$ cat config.mk
export PLATFORM = sky130hd
export DESIGN_NAME = cfg_spi_bank
export DESIGN_NICKNAME = d
export VERILOG_FILES = /design/src/rtl/cfg_spi_pkg.sv /design/src/rtl/cfg_spi_sync.sv /design/src/rtl/cfg_tmr_word.sv /design/src/rtl/cfg_spi_frame.sv /design/src/rtl/cfg_spi_bank.sv
export SDC_FILE = /design/constraint.sdc
export NUM_CORES = 1
export LEC_CHECK = 0
export BUFFER_PORTS_ARGS = -buffer_cell sky130_fd_sc_hd__buf_4
export CAP_MARGIN = 5
export CORE_UTILIZATION = 35
export CTS_CLUSTER_DIAMETER = 30
export CTS_CLUSTER_SIZE = 20
export DETAILED_ROUTE_END_ITERATION = 8
export SLEW_MARGIN = 30
export SYNTH_ARGS = -nofsm -noshare
export SYNTH_HDL_FRONTEND = slang
export SYNTH_SLANG_ARGS = --single-unit
$ cat constraint.sdc
create_clock -name clk_i -period 2.1 [get_ports clk_i]
set_input_delay 0.105 -clock clk_i [delete_from_list [all_inputs] [get_ports clk_i]]
set_output_delay 0.105 -clock clk_i [all_outputs]
set_load 0.005 [all_outputs]
$ cat src/rtl/cfg_spi_pkg.sv
package cfg_spi_pkg;
  localparam int          N_CH      = 4;
  localparam int          CFG_W     = 16;
  localparam int          FLAG_W    = 3;
  localparam int          N_REG     = 2 * N_CH;
  localparam logic [15:0] CFG_RST   = 16'h9E00;
  localparam logic [7:0]  CMD_BYPASS = 8'hFF;
  localparam int          CMD_RD    = 7;
  localparam int          CMD_PUMP  = 6;
  localparam int          CMD_STS   = 5;
endpackage

$ cat src/rtl/cfg_spi_sync.sv
module cfg_spi_sync #(
  parameter int         W   = 1,
  parameter logic [W-1:0] RST = '0
) (
  input  logic         clk_i,
  input  logic         rst_ni,
  input  logic [W-1:0] d_i,
  output logic [W-1:0] q_o
);
  logic [W-1:0] s1_q, s2_q;

  always_ff @(posedge clk_i or negedge rst_ni) begin
    if (!rst_ni) begin
      s1_q <= RST;
      s2_q <= RST;
    end else begin
      s1_q <= d_i;
      s2_q <= s1_q;
    end
  end

  assign q_o = s2_q;
endmodule

$ cat src/rtl/cfg_tmr_word.sv
module cfg_tmr_word #(
  parameter int         W   = 16,
  parameter logic [W-1:0] RST = '0
) (
  input  logic         clk_i,
  input  logic         rst_ni,
  input  logic         we_i,
  input  logic [W-1:0] d_i,
  output logic [W-1:0] q_o
);
  logic [W-1:0] cp_q [3];

  for (genvar k = 0; k < 3; k++) begin : g_copy
    always_ff @(posedge clk_i or negedge rst_ni) begin
      if (!rst_ni)   cp_q[k] <= RST;
      else if (we_i) cp_q[k] <= d_i;
    end
  end

  // 2-of-3 vote per bit
  assign q_o = (cp_q[0] & cp_q[1]) | (cp_q[0] & cp_q[2]) | (cp_q[1] & cp_q[2]);
endmodule

$ cat src/rtl/cfg_spi_frame.sv
module cfg_spi_frame #(
  parameter int WORD_W = 16
) (
  input  logic              clk_i,
  input  logic              rst_ni,
  input  logic              sclk_s_i,
  input  logic              cs_act_i,
  input  logic              mosi_s_i,
  input  logic [WORD_W-1:0] rd_word_i,
  output logic [7:0]        cmd_q_o,
  output logic              cmd_stb_o,
  output logic              wr_stb_o,
  output logic [WORD_W-1:0] wr_data_o,
  output logic              rd_act_o,
  output logic              bypass_o,
  output logic              sdo_bit_o
);
  import cfg_spi_pkg::*;

  localparam int CNT_W    = $clog2(8 + WORD_W) + 1;
  localparam int CMD_END  = 7;
  localparam int DATA_END = 8 + WORD_W - 1;
  localparam logic [CNT_W-1:0] CNT_MAX = '1;

  logic              sclk_d;
  logic              rise, fall;
  logic [CNT_W-1:0]  bit_cnt;
  logic [WORD_W-1:0] rx_q, rx_nxt, tx_q;
  logic              wr_pend;

  assign rise   = sclk_s_i & ~sclk_d;
  assign fall   = ~sclk_s_i & sclk_d;
  assign rx_nxt = {rx_q[WORD_W-2:0], mosi_s_i};

  always_ff @(posedge clk_i or negedge rst_ni) begin
    if (!rst_ni) sclk_d <= 1'b0;
    else         sclk_d <= sclk_s_i;
  end

  always_ff @(posedge clk_i or negedge rst_ni) begin
    if (!rst_ni) begin
      bit_cnt   <= '0;
      rx_q      <= '0;
      tx_q      <= '0;
      cmd_q_o   <= '0;
      cmd_stb_o <= 1'b0;
      wr_pend   <= 1'b0;
      rd_act_o  <= 1'b0;
      bypass_o  <= 1'b0;
      sdo_bit_o <= 1'b1;
    end else if (!cs_act_i) begin
      bit_cnt   <= '0;
      cmd_stb_o <= 1'b0;
      wr_pend   <= 1'b0;
      rd_act_o  <= 1'b0;
      bypass_o  <= 1'b0;
      sdo_bit_o <= 1'b1;
    end else begin
      cmd_stb_o <= 1'b0;
      wr_pend   <= 1'b0;
      if (fall) begin
        rx_q <= rx_nxt;
        if (bit_cnt != CNT_MAX) bit_cnt <= bit_cnt + 1'b1;
        if (bit_cnt == CNT_W'(CMD_END)) begin
          cmd_q_o   <= rx_nxt[7:0];
          cmd_stb_o <= 1'b1;
        end
        if (bit_cnt == CNT_W'(DATA_END)) wr_pend <= 1'b1;
      end
      if (cmd_stb_o) begin
        tx_q     <= rd_word_i;
        rd_act_o <= cmd_q_o[CMD_RD] && (cmd_q_o != CMD_BYPASS);
        bypass_o <= (cmd_q_o == CMD_BYPASS);
      end else if (rise && rd_act_o) begin
        sdo_bit_o <= tx_q[WORD_W-1];
        tx_q      <= {tx_q[WORD_W-2:0], 1'b0};
      end
    end
  end

  assign wr_stb_o  = wr_pend;
  assign wr_data_o = rx_q;
endmodule

$ cat src/rtl/cfg_spi_bank.sv
module cfg_spi_bank
  import cfg_spi_pkg::*;
#(
  parameter int NCH = N_CH
) (
  input  logic                  clk_i,
  input  logic                  rst_ni,
  input  logic                  sclk_i,
  input  logic                  cs_ni,
  input  logic                  mosi_i,
  output logic                  sdo_low_o,
  input  logic [NCH*FLAG_W-1:0] sts_i,
  output logic [2*NCH*CFG_W-1:0] cfg_o,
  output logic                  pump_clr_o
);
  localparam int NREG = 2 * NCH;
  localparam int IDX_W = $clog2(NREG);

  logic              sclk_s, cs_s, mosi_s;
  logic [7:0]        cmd_q;
  logic              cmd_stb, wr_stb, rd_act, bypass, sdo_bit;
  logic [CFG_W-1:0]  wr_data, rd_word;
  logic [CFG_W-1:0]  word [NREG];
  logic [4:0]        sel;
  logic [IDX_W-1:0]  cfg_idx;
  logic [1:0]        sts_ch;
  logic              cfg_ok, sts_ok, wr_ok;

  cfg_spi_sync #(.W(3), .RST(3'b010)) u_sync (
    .clk_i (clk_i),
    .rst_ni(rst_ni),
    .d_i   ({sclk_i, cs_ni, mosi_i}),
    .q_o   ({sclk_s, cs_s, mosi_s})
  );

  cfg_spi_frame #(.WORD_W(CFG_W)) u_frame (
    .clk_i    (clk_i),
    .rst_ni   (rst_ni),
    .sclk_s_i (sclk_s),
    .cs_act_i (~cs_s),
    .mosi_s_i (mosi_s),
    .rd_word_i(rd_word),
    .cmd_q_o  (cmd_q),
    .cmd_stb_o(cmd_stb),
    .wr_stb_o (wr_stb),
    .wr_data_o(wr_data),
    .rd_act_o (rd_act),
    .bypass_o (bypass),
    .sdo_bit_o(sdo_bit)
  );

  // select decode: cfg {sel4,sel1,sel0} with sel3..2 clear; status {sel4,sel0} with sel3..1 clear
  assign sel     = cmd_q[4:0];
  assign cfg_ok  = (sel[3:2] == 2'b00);
  assign sts_ok  = (sel[3:1] == 3'b000);
  assign cfg_idx = IDX_W'({sel[4], sel[1], sel[0]});
  assign sts_ch  = {sel[4], sel[0]};
  assign wr_ok   = wr_stb && !cmd_q[CMD_RD] && !cmd_q[CMD_STS] && cfg_ok;

  for (genvar i = 0; i < NREG; i++) begin : g_reg
    cfg_tmr_word #(.W(CFG_W), .RST(CFG_RST)) u_word (
      .clk_i (clk_i),
      .rst_ni(rst_ni),
      .we_i  (wr_ok && (cfg_idx == IDX_W'(i))),
      .d_i   (wr_data),
      .q_o   (word[i])
    );
    assign cfg_o[i*CFG_W +: CFG_W] = word[i];
  end

  always_comb begin
    rd_word = '0;
    if (cmd_q[CMD_STS]) begin
      if (sts_ok) rd_word = {sts_i[sts_ch*FLAG_W +: FLAG_W], {(CFG_W-FLAG_W){1'b0}}};
    end else if (cfg_ok) begin
      rd_word = word[cfg_idx];
    end
  end

  assign pump_clr_o = cmd_stb && cmd_q[CMD_PUMP];
  assign sdo_low_o  = bypass ? ~mosi_i : (rd_act && !sdo_bit);
endmodule

# --- Word level (Yosys, flattened, before mapping) ---
# Index checks and enable logic that the tools add are counted.
totals:
  word_cells: 124
  output_inout_bits: 130
  register_bits: 186
op_classes:
  n_shift: 1
  n_bitwise: 31
  eq_ne: 13
  multipliers: 1
  n_lt_le_gt_ge: 1
  n_reduce_logical: 31
  addsub: 1
  n_mux: 25
op_table:
  columns: ["op", "n"]
  rows:
  - ["16-bit bitwise OR", 16]
  - ["16-bit AND", 8]
  - ["16-bit 2-to-1 mux", 7]
  - ["16-bit binary-select mux with 3-bit select", 1]
  - ["6-bit 2-to-1 mux", 3]
  - ["1-bit logical AND", 15]
  - ["1-bit 2-to-1 mux", 14]
  - ["3-bit equality test, second input constant", 4]
  - ["12-bit by 5-bit indexed part select with 3-bit output", 1]
  - ["2-bit nonzero test", 5]
  - ["8-bit equality test, second input constant", 1]
  - ["8-bit != test, second input constant", 1]
  - ["2-bit AND reduction", 4]
  - ["6-bit by 1-bit adder with 6-bit output, second input constant", 1]
  - ["3-bit by 2-bit equality test with 1-bit output, second input constant", 2]
  - ["6-bit by 3-bit equality test with 1-bit output, second input constant", 1]
  - ["6-bit by 5-bit equality test with 1-bit output, second input constant", 1]
  - ["3-bit logical NOT", 2]
  - ["6-bit != test, second input constant", 1]
  - ["4-bit >= comparator, second input constant", 1]
  - ["2-bit by 2-bit multiplier with 4-bit output, second input constant", 1]
  - ["1-bit inverter", 4]
  - ["3-bit inverter with 4-bit output", 1]
  - ["3-bit by 1-bit equality test with 1-bit output, second input constant", 1]
  - ["other kinds (5)", 8]

# --- Logic depth before layout (Yosys ltp) ---
# Gate-level depths: netlist of run 1.
logic_depth:
  word_depth: 9
  ltp_mapped: 7
  depth_no_buf: 5

# --- Modules after synthesis ---
# From an unflattened synthesis of run 1, not the netlist that was laid out.
unflattened:
  hier_cells: 552
  area_unflattened_um2: 8981.1
modules_own_cells:
  columns: ["mod", "cells_per_inst", "area_per_inst_um2", "seq_area_each_um2", "n_inst"]
  rows:
  - ["cfg_tmr_word", 34, 655.6, 406.6, 8]
  - ["cfg_spi_frame", 166, 2366.0, 1302.5, 1]
  - ["cfg_spi_bank", 108, 1217.4, 0.0, 1]
  - ["cfg_spi_sync", 6, 152.6, 152.6, 1]

# --- Worst setup path after synthesis of run 1 ---
# OpenSTA, ideal clock, no wires.
synth_path:
  path_kind: "flip-flop to flip-flop"
  start: "register u_frame.cmd_q_o[5]"
  end: "register g_reg[2].u_word.cp_q[37] (netlist bit)"
  path_buffers: 1
  path_stages_with_launch: 6
  setup_ns: 0.125
  t_required_ns: 1.975
  path_slack_ns: 0.137
  period_less_slack_ns: 1.963
  arrival_time_ns: 1.838
  path_cell_list: "dfrtp_1 > nor4_4 > nand3b_2 > nor3b_4 > buf_6 > mux2_2"
synth_via:
  elab_chain_len: 4
synth_lines:
  columns: ["item", "line_no", "rtl"]
  rows:
  - ["from (decl)", "cfg_spi_frame.sv:10", "output logic [7:0] cmd_q_o,"]
  - ["from (signal assigned)", "cfg_spi_frame.sv:65", "cmd_q_o <= rx_nxt[7:0];"]
  - ["1-bit logical NOT", "cfg_spi_bank.sv:58", "assign wr_ok = wr_stb && !cmd_q[CMD_RD] && !cmd_q[CMD_STS] && cfg_ok;"]
  - ["1-bit logical AND (2 in series)", "cfg_spi_bank.sv:58", null]
  - ["1-bit logical AND", "cfg_spi_bank.sv:64", ".we_i (wr_ok && (cfg_idx == IDX_W'(i))),"]
  - ["to (signal, indexed assignment)", "cfg_tmr_word.sv:16", "else if (we_i) cp_q[k] <= d_i;"]
  - ["to (decl)", "cfg_tmr_word.sv:11", "logic [W-1:0] cp_q [3];"]
# Every way passes these cells.
# A chain may end at the register's enable or synchronous reset.

# --- Final worst setup path of run 1 ---
layout_path:
  start: "register u_frame.cmd_q_o[5]"
  end: "register g_reg[1].u_word.cp_q[40] (netlist bit)"
layout_via:
  elab_chain_len: 4
layout_lines:
  columns: ["item", "line_no"]
  rows:
  - ["1-bit logical NOT", "cfg_spi_bank.sv:58"]
  - ["1-bit logical AND (2 in series)", "cfg_spi_bank.sv:58"]
  - ["1-bit logical AND", "cfg_spi_bank.sv:64"]
  - ["to (signal, indexed assignment)", "cfg_tmr_word.sv:16"]
  - ["to (decl)", "cfg_tmr_word.sv:11"]
# Every way passes these cells.

==> impl_metrics.tcl, run 1 <==
set metrics [dict create \
    cts_root_buf "clkbuf_16" \
    rows 56 \
    seq_area_um2 4710 \
    synth_edf_count 0 \
    antenna_found_initial 0 \
    crit_type "flip-flop to flip-flop" \
    dieArea_um2 25200 \
    synthesis.area_um2 8580 \
    initial_utilization_pct 36.1 \
    min_period_over_period_pct 93.3 \
    netlist_top_cells_count "dfrtp_1, mux2_2, dfstp_2, mux4_2, mux2i_1" \
    fillers 2105 \
    r2r_slack_ns 0.14 \
    max_slew_margin_pct 51.2 \
    vias_per_cell 5.15 \
    drc 0 \
    postRouteAntennaNets 0 \
    fin_skew_ns 0.00888 \
    synth_xor_area_share_pct 0.408 \
    outcome "completed" \
    dpl.hpwl_um 15800 \
    worstPathArrival_ns 2.27 \
    fin_nets 735 \
    synth_top_area_share_pct 41.7 \
    p_int_mw 5.46 \
    period_minus_slack_ns 1.96 \
    ioPinCount 147 \
    grt_pass1_vias 5823 \
    tightest_slew_ns 0.731 \
    async_flop_share_pct 100 \
    multi_input_comb_area_um2 3560 \
    synth_compound_area_share_pct 3.06 \
    fp.dieW_um 159 \
    synthMuxAreaShare_pct 31.6 \
    path_max_fanout 10 \
    cts.clk_slew.worst_paths_ns 0.06 \
    yosys-top-cells-area "dfrtp_1, mux2_2, dfstp_2, mux4_2, mux2_4" \
    cp.required_ns 2.41 \
    tns_ns 0 \
    synth_warnings 0 \
    powerDensity_nw_per_um2 672 \
    seq_area_frac_synth_pct 54.9 \
    fmax_ghz 0.510 \
    peakVddDrop_mv 0.433 \
    cap_violations 0 \
    power_mw 7.18 \
    grt_max_degree 54 \
    synth.most_common_cell "dfrtp_1" \
    grt_pass1_wl_um 35400 \
    post-cts-setup-buffer-count 0 \
    cts_buffers 17 \
    critPathCaptureType "flip-flop" \
    cts_resized 0 \
    vias 5407 \
    synth-main-ff-cell "dfrtp_1" \
    synth_nets 583 \
    layout-drive-gt1-share_pct 60.7 \
    yosys_register_bits 186 \
    hold_viol 0 \
    grt_overflow 0 \
    cp-start-kind "flip-flop" \
    port_buffers 146 \
    rsz0062_at_grt "no" \
    avgSynthCellArea_um2 15.2 \
    hold_class "primary input to async pin" \
    cts_tree "yes" \
    die_h_um 159 \
    area_delta_synth_final_pct 24.4 \
    synth.distinct_cells 52 \
    drtIter0Drc 228 \
    gp_congestion 0.796 \
    synthCells 565 \
    clockBufferDepth 2 \
    h-tree-depth 4 \
    synthAdderAreaFrac_pct 0.146 \
    clk_latency_ns 0.43 \
    design.core.area_um2 23800 \
    synth_top_family_by_area "multiplexers" \
    detail_route.wl_per_cell_um 21.9 \
    p_sw_mw 1.71 \
    r2r_cells 5 \
    cts_sinks 186 \
    wirelength_um 22900 \
    slew_violations 0 \
    p_comb_share_pct 3.1 \
    setup_viol 0 \
    clockPowerShare_pct 42.6 \
    sw_frac_of_total_pct 23.9 \
    hold_buffers 4 \
    diodes 0 \
    yosys.area_share.simple_pct 6.17 \
    drtPass1Iterations 5 \
    p_leak_nw 4.94 \
    seq_power_share_pct 54.3 \
    grt_usage_pct 19.2 \
    synth_area_leader_cell "dfrtp_1" \
]
[worst max-delay path: stages (launching register included)]
cell	delay (ns)
dfrtp_1	0.41
nor4_4	0.33
nand3b_2	0.23
nor3b_4	0.23
buf_4	0.27
mux2_2	0.36
[routing by layer]
metal,track usage [%],up-vias,routed length [µm],part of all wire (%)
met5,0,-,0,0
met4,6.68,0,394,1.7
met3,2.91,27,1080,4.7
met2,31.6,153,11400,50
met1,25.9,2846,10000,44
li1,-,2381,-,-
[logic make-up (layout without fill, tap and decap cells)]
| logic type | count (synthesis) | after routing |
|---|---|---|
| DFF | 186 | 186 |
| AOI/OAI and AO/OA | 35 | 35 |
| muxes | 206 | 206 |
| xor gates and xnor gates | 4 | 4 |
| adders and majority gates | 1 | 1 |
| buffers and inverters | 52 | 217 |
| and+or+nand+nor | 81 | 81 |
[cell type report]
cell class              count  area share [%]
clock buffers              21            4.31
clock inverters            11           0.914
inverters                   3           0.105
multi-input cells         327            33.3
flip-flops and latches    186            44.1
well taps                 319            3.74
repair buffers            182            13.5
[registers in the layout, summed over array words and instances (netlist names), 3 cells and up]
register,flops
g.u_word.cp_q,128
u_frame.tx_q,16
u_frame.wr_data_o,16
u_frame.cmd_q_o,8
u_frame.bit_cnt,6
u_sync.q_o,3
u_sync.s1_q,3
[power groups by stage]
stage	logic, mW	registers [mW]	clock network, mW
floorplan	0.229	3.76	0
global placement	0.210	3.94	0
detailed placement	0.220	3.96	0
CTS	0.227	3.89	3.13
global route	0.246	3.92	3.29
finish	0.219	3.90	3.06
[layout by cell type, fill, tap and decap left out, drive strengths merged, types with 5 or more instances in the layout]
| master | Yosys | routed |
|---|---|---|
| a21oi | 8 | 8 |
| buf | 29 | 178 |
| clkbuf | 19 | 21 |
| clkinvlp | 0 | 6 |
| dfrtp | 143 | 143 |
| dfstp | 43 | 43 |
| mux2 | 152 | 152 |
| mux2i | 23 | 23 |
| mux4 | 31 | 31 |
| nand2 | 21 | 21 |
| nand2b | 16 | 16 |
| nand3 | 5 | 5 |
| nor2 | 9 | 9 |
| nor3 | 5 | 5 |
| o221ai | 12 | 12 |
[final timing paths]
check / start / endpoint
max: u_frame.cmd_q_o[5]$_DFFE_PN0P_ / g_reg[1].u_word.cp_q[40]$_DFFE_PN0P_
min: rst_ni / g_reg[5].u_word.cp_q[7]$_DFFE_PN0P_
max reg2reg: u_frame.cmd_q_o[5]$_DFFE_PN0P_ / g_reg[1].u_word.cp_q[40]$_DFFE_PN0P_
min reg2reg: u_sync.s1_q[2]$_DFF_PN0_ / u_sync.q_o[2]$_DFF_PN0_
max in group asynchronous: rst_ni / g_reg[7].u_word.cp_q[41]$_DFFE_PN1P_
min in group clk_i: sts_i[8] / u_frame.tx_q[15]$_DFFE_PN0P_
[per-stage QoR]
step	std cells	cell area, µm²	setup slack, ns	util [%]	hold WS (ns)
2_1_floorplan	565	8580	0.137	-	-0.191
3_3_place_gp	1013	10100	0.167	42.4	0.0709
3_5_place_dp	1013	10100	0.144	42.4	0.0747
4_1_cts	1049	10700	0.137	45.0	0.190
5_1_grt	1049	10700	0.0388	45.0	0.206
6_report	1049	10700	0.141	45.0	0.176
(Power assumes the default switching activity.)
==> inputs of run 2 (changes only) <==
--- a/config.mk
+++ b/config.mk
@@ -5,7 +5,7 @@
 export SDC_FILE = /design/constraint.sdc
 export NUM_CORES = 1
 export LEC_CHECK = 0
-export BUFFER_PORTS_ARGS = -buffer_cell sky130_fd_sc_hd__buf_4
+export BUFFER_PORTS_ARGS = -buffer_cell sky130_fd_sc_hd__clkbuf_2
 export CAP_MARGIN = 5
 export CORE_UTILIZATION = 35
 export CTS_CLUSTER_DIAMETER = 30
==> impl_metrics.tcl, run 2 (synthesis results as in run 1) <==
set metrics [dict create \
    outcome "completed" \
    worstPathArrival_ns 2.27 \
    die_h_um 159 \
    hold_class "primary input to async pin" \
    vias_per_cell 5.22 \
    p_leak_nw 4.87 \
    initial_utilization_pct 36.1 \
    dpl.hpwl_um 16300 \
    peakVddDrop_mv 0.448 \
    r2r_cells 5 \
    fin_ws_ns 0.137 \
    h-tree-depth 4 \
    final_common_cell "clkbuf_2" \
    final_util_pct 43.6 \
    cts_sinks 186 \
    largest_reg_flops 128 \
    post-route-cell-area_um2 10400 \
    min_period_over_period_pct 93.5 \
    layout-drive-gt1-share_pct 60.9 \
    area_delta_synth_final_pct 20.8 \
    tightest_slew_ns 0.770 \
    drtIter0Drc 331 \
    cts_tree "yes" \
    drtPass1Iterations 4 \
    gp_congestion 0.797 \
    fin_skew_ns 0.00846 \
    fillers 2124 \
    post-cts-setup-buffer-count 0 \
    seq_area_um2 4710 \
    diodes 0 \
    grt_overflow 0 \
    dieArea_um2 25200 \
    vias 5481 \
    clockBufferDepth 2 \
    grt_pass1_vias 5873 \
    hold_ws_ns 0.206 \
    cts.clk_slew.worst_paths_ns 0.06 \
    hold_buffers 4 \
    cp-start-kind "flip-flop" \
    powerDensity_nw_per_um2 706 \
    critPathCaptureType "flip-flop" \
    grt_usage_pct 19.3 \
    r2r_slack_ns 0.14 \
    fp.dieW_um 159 \
    path_max_fanout 10 \
    slew_violations 0 \
    grt_max_degree 57 \
    postRouteAntennaNets 0 \
    grt_pass1_wl_um 35400 \
    fmax_ghz 0.510 \
    setup_viol 0 \
    detail_route.wl_per_cell_um 22.1 \
    top_register "g.u_word.cp_q" \
    tns_ns 0 \
    most-common-layout-cells "clkbuf_2, dfrtp_1, mux2_2" \
    place_area_um2 9730 \
    drc 0 \
    rows 56 \
    hold_viol 0 \
    antenna_found_initial 0 \
    cts_resized 0 \
    ioPinCount 147 \
    dpl_worst_slack_ns 0.141 \
    period_minus_slack_ns 1.96 \
    wirelength_um 23200 \
    crit_type "flip-flop to flip-flop" \
    fin_nets 737 \
    multi_input_comb_area_um2 3560 \
    clk_latency_ns 0.43 \
    cp.required_ns 2.41 \
    reg2reg_from "u_frame.cmd_q_o[5]$_DFFE_PN0P_" \
    port_buffers 146 \
    worstReg2RegEnd "g_reg[1].u_word.cp_q[32]$_DFFE_PN0P_" \
    rsz0062_at_grt "no" \
    max_slew_margin_pct 48.7 \
    design.core.area_um2 23800 \
    cts_root_buf "clkbuf_16" \
    cts_buffers 17 \
    cap_violations 0 \
]
==> run 2: changes by cell type in the layout (fill, tap and decap cells not counted) <==
cell / delta
clkbuf_2: +145
buf_4: -143
clkinvlp_4: -4
bufinv_16: +1
clkbuf_8: +1
clkinv_1: -1
clkinv_2: +1
clkinv_4: +1
inv_6: +1
==> run 2: final cells by class <==
class	instances	area share [%]
clock buffers	22	4.58
clock inverters	10	1.12
inverters	3	0.109
multi-input cells	327	34.3
flip-flops and latches	186	45.4
well taps	319	3.85
repair buffers	184	10.6
==> run 2: per-stage QoR <==
step	instances	power [mW]
6_report	1051	7.32
5_1_grt	1051	7.60
4_1_cts	1051	7.40
3_5_place_dp	1015	4.18
3_3_place_gp	1015	4.15
2_1_floorplan	565	3.99
==> run 2: critical path: stages (launching register included) <==
cell and delay, ns:
dfrtp_1 0.40, nor4_4 0.34, nand3b_2 0.24, nor3b_4 0.23
buf_4 0.28, mux2_2 0.36
==> run 2: routing by layer <==
layer / up-vias / GRT usage [%] / part of all wire [%]
met5: - / 0 / 0
met4: 0 / 6.04 / 1.7
met3: 22 / 4.19 / 4.8
met2: 159 / 31.5 / 49
met1: 2911 / 25.5 / 45
li1: 2389 / - / -
==> run 2: power by group <==
| group | switching [mW] | leakage, nW | internal [mW] |
|---|---|---|---|
| clock network | 1.36 | 0.286 | 1.85 |
| logic | 0.110 | 2.19 | 0.103 |
| registers | 0.236 | 2.40 | 3.66 |
==> run 2: how the worst max path moves through the flow <==
stage | startpoint | endpoint | slack (ns) | depth (start not counted)
global placement | u_frame.cmd_q_o[5]$_DFFE_PN0P_ | g_reg[1].u_word.cp_q[45]$_DFFE_PN0P_ | 0.18 | 5
CTS | u_frame.cmd_q_o[5]$_DFFE_PN0P_ | g_reg[2].u_word.cp_q[46]$_DFFE_PN0P_ | 0.14 | 5
floorplan | u_frame.cmd_q_o[5]$_DFFE_PN0P_ | g_reg[2].u_word.cp_q[37]$_DFFE_PN0P_ | 0.14 | 5
finish | u_frame.cmd_q_o[5]$_DFFE_PN0P_ | g_reg[1].u_word.cp_q[32]$_DFFE_PN0P_ | 0.14 | 5
detailed placement | u_frame.cmd_q_o[5]$_DFFE_PN0P_ | g_reg[2].u_word.cp_q[46]$_DFFE_PN0P_ | 0.14 | 5
global route | u_frame.cmd_q_o[2]$_DFFE_PN0P_ | g_reg[1].u_word.cp_q[32]$_DFFE_PN0P_ | 0.05 | 5
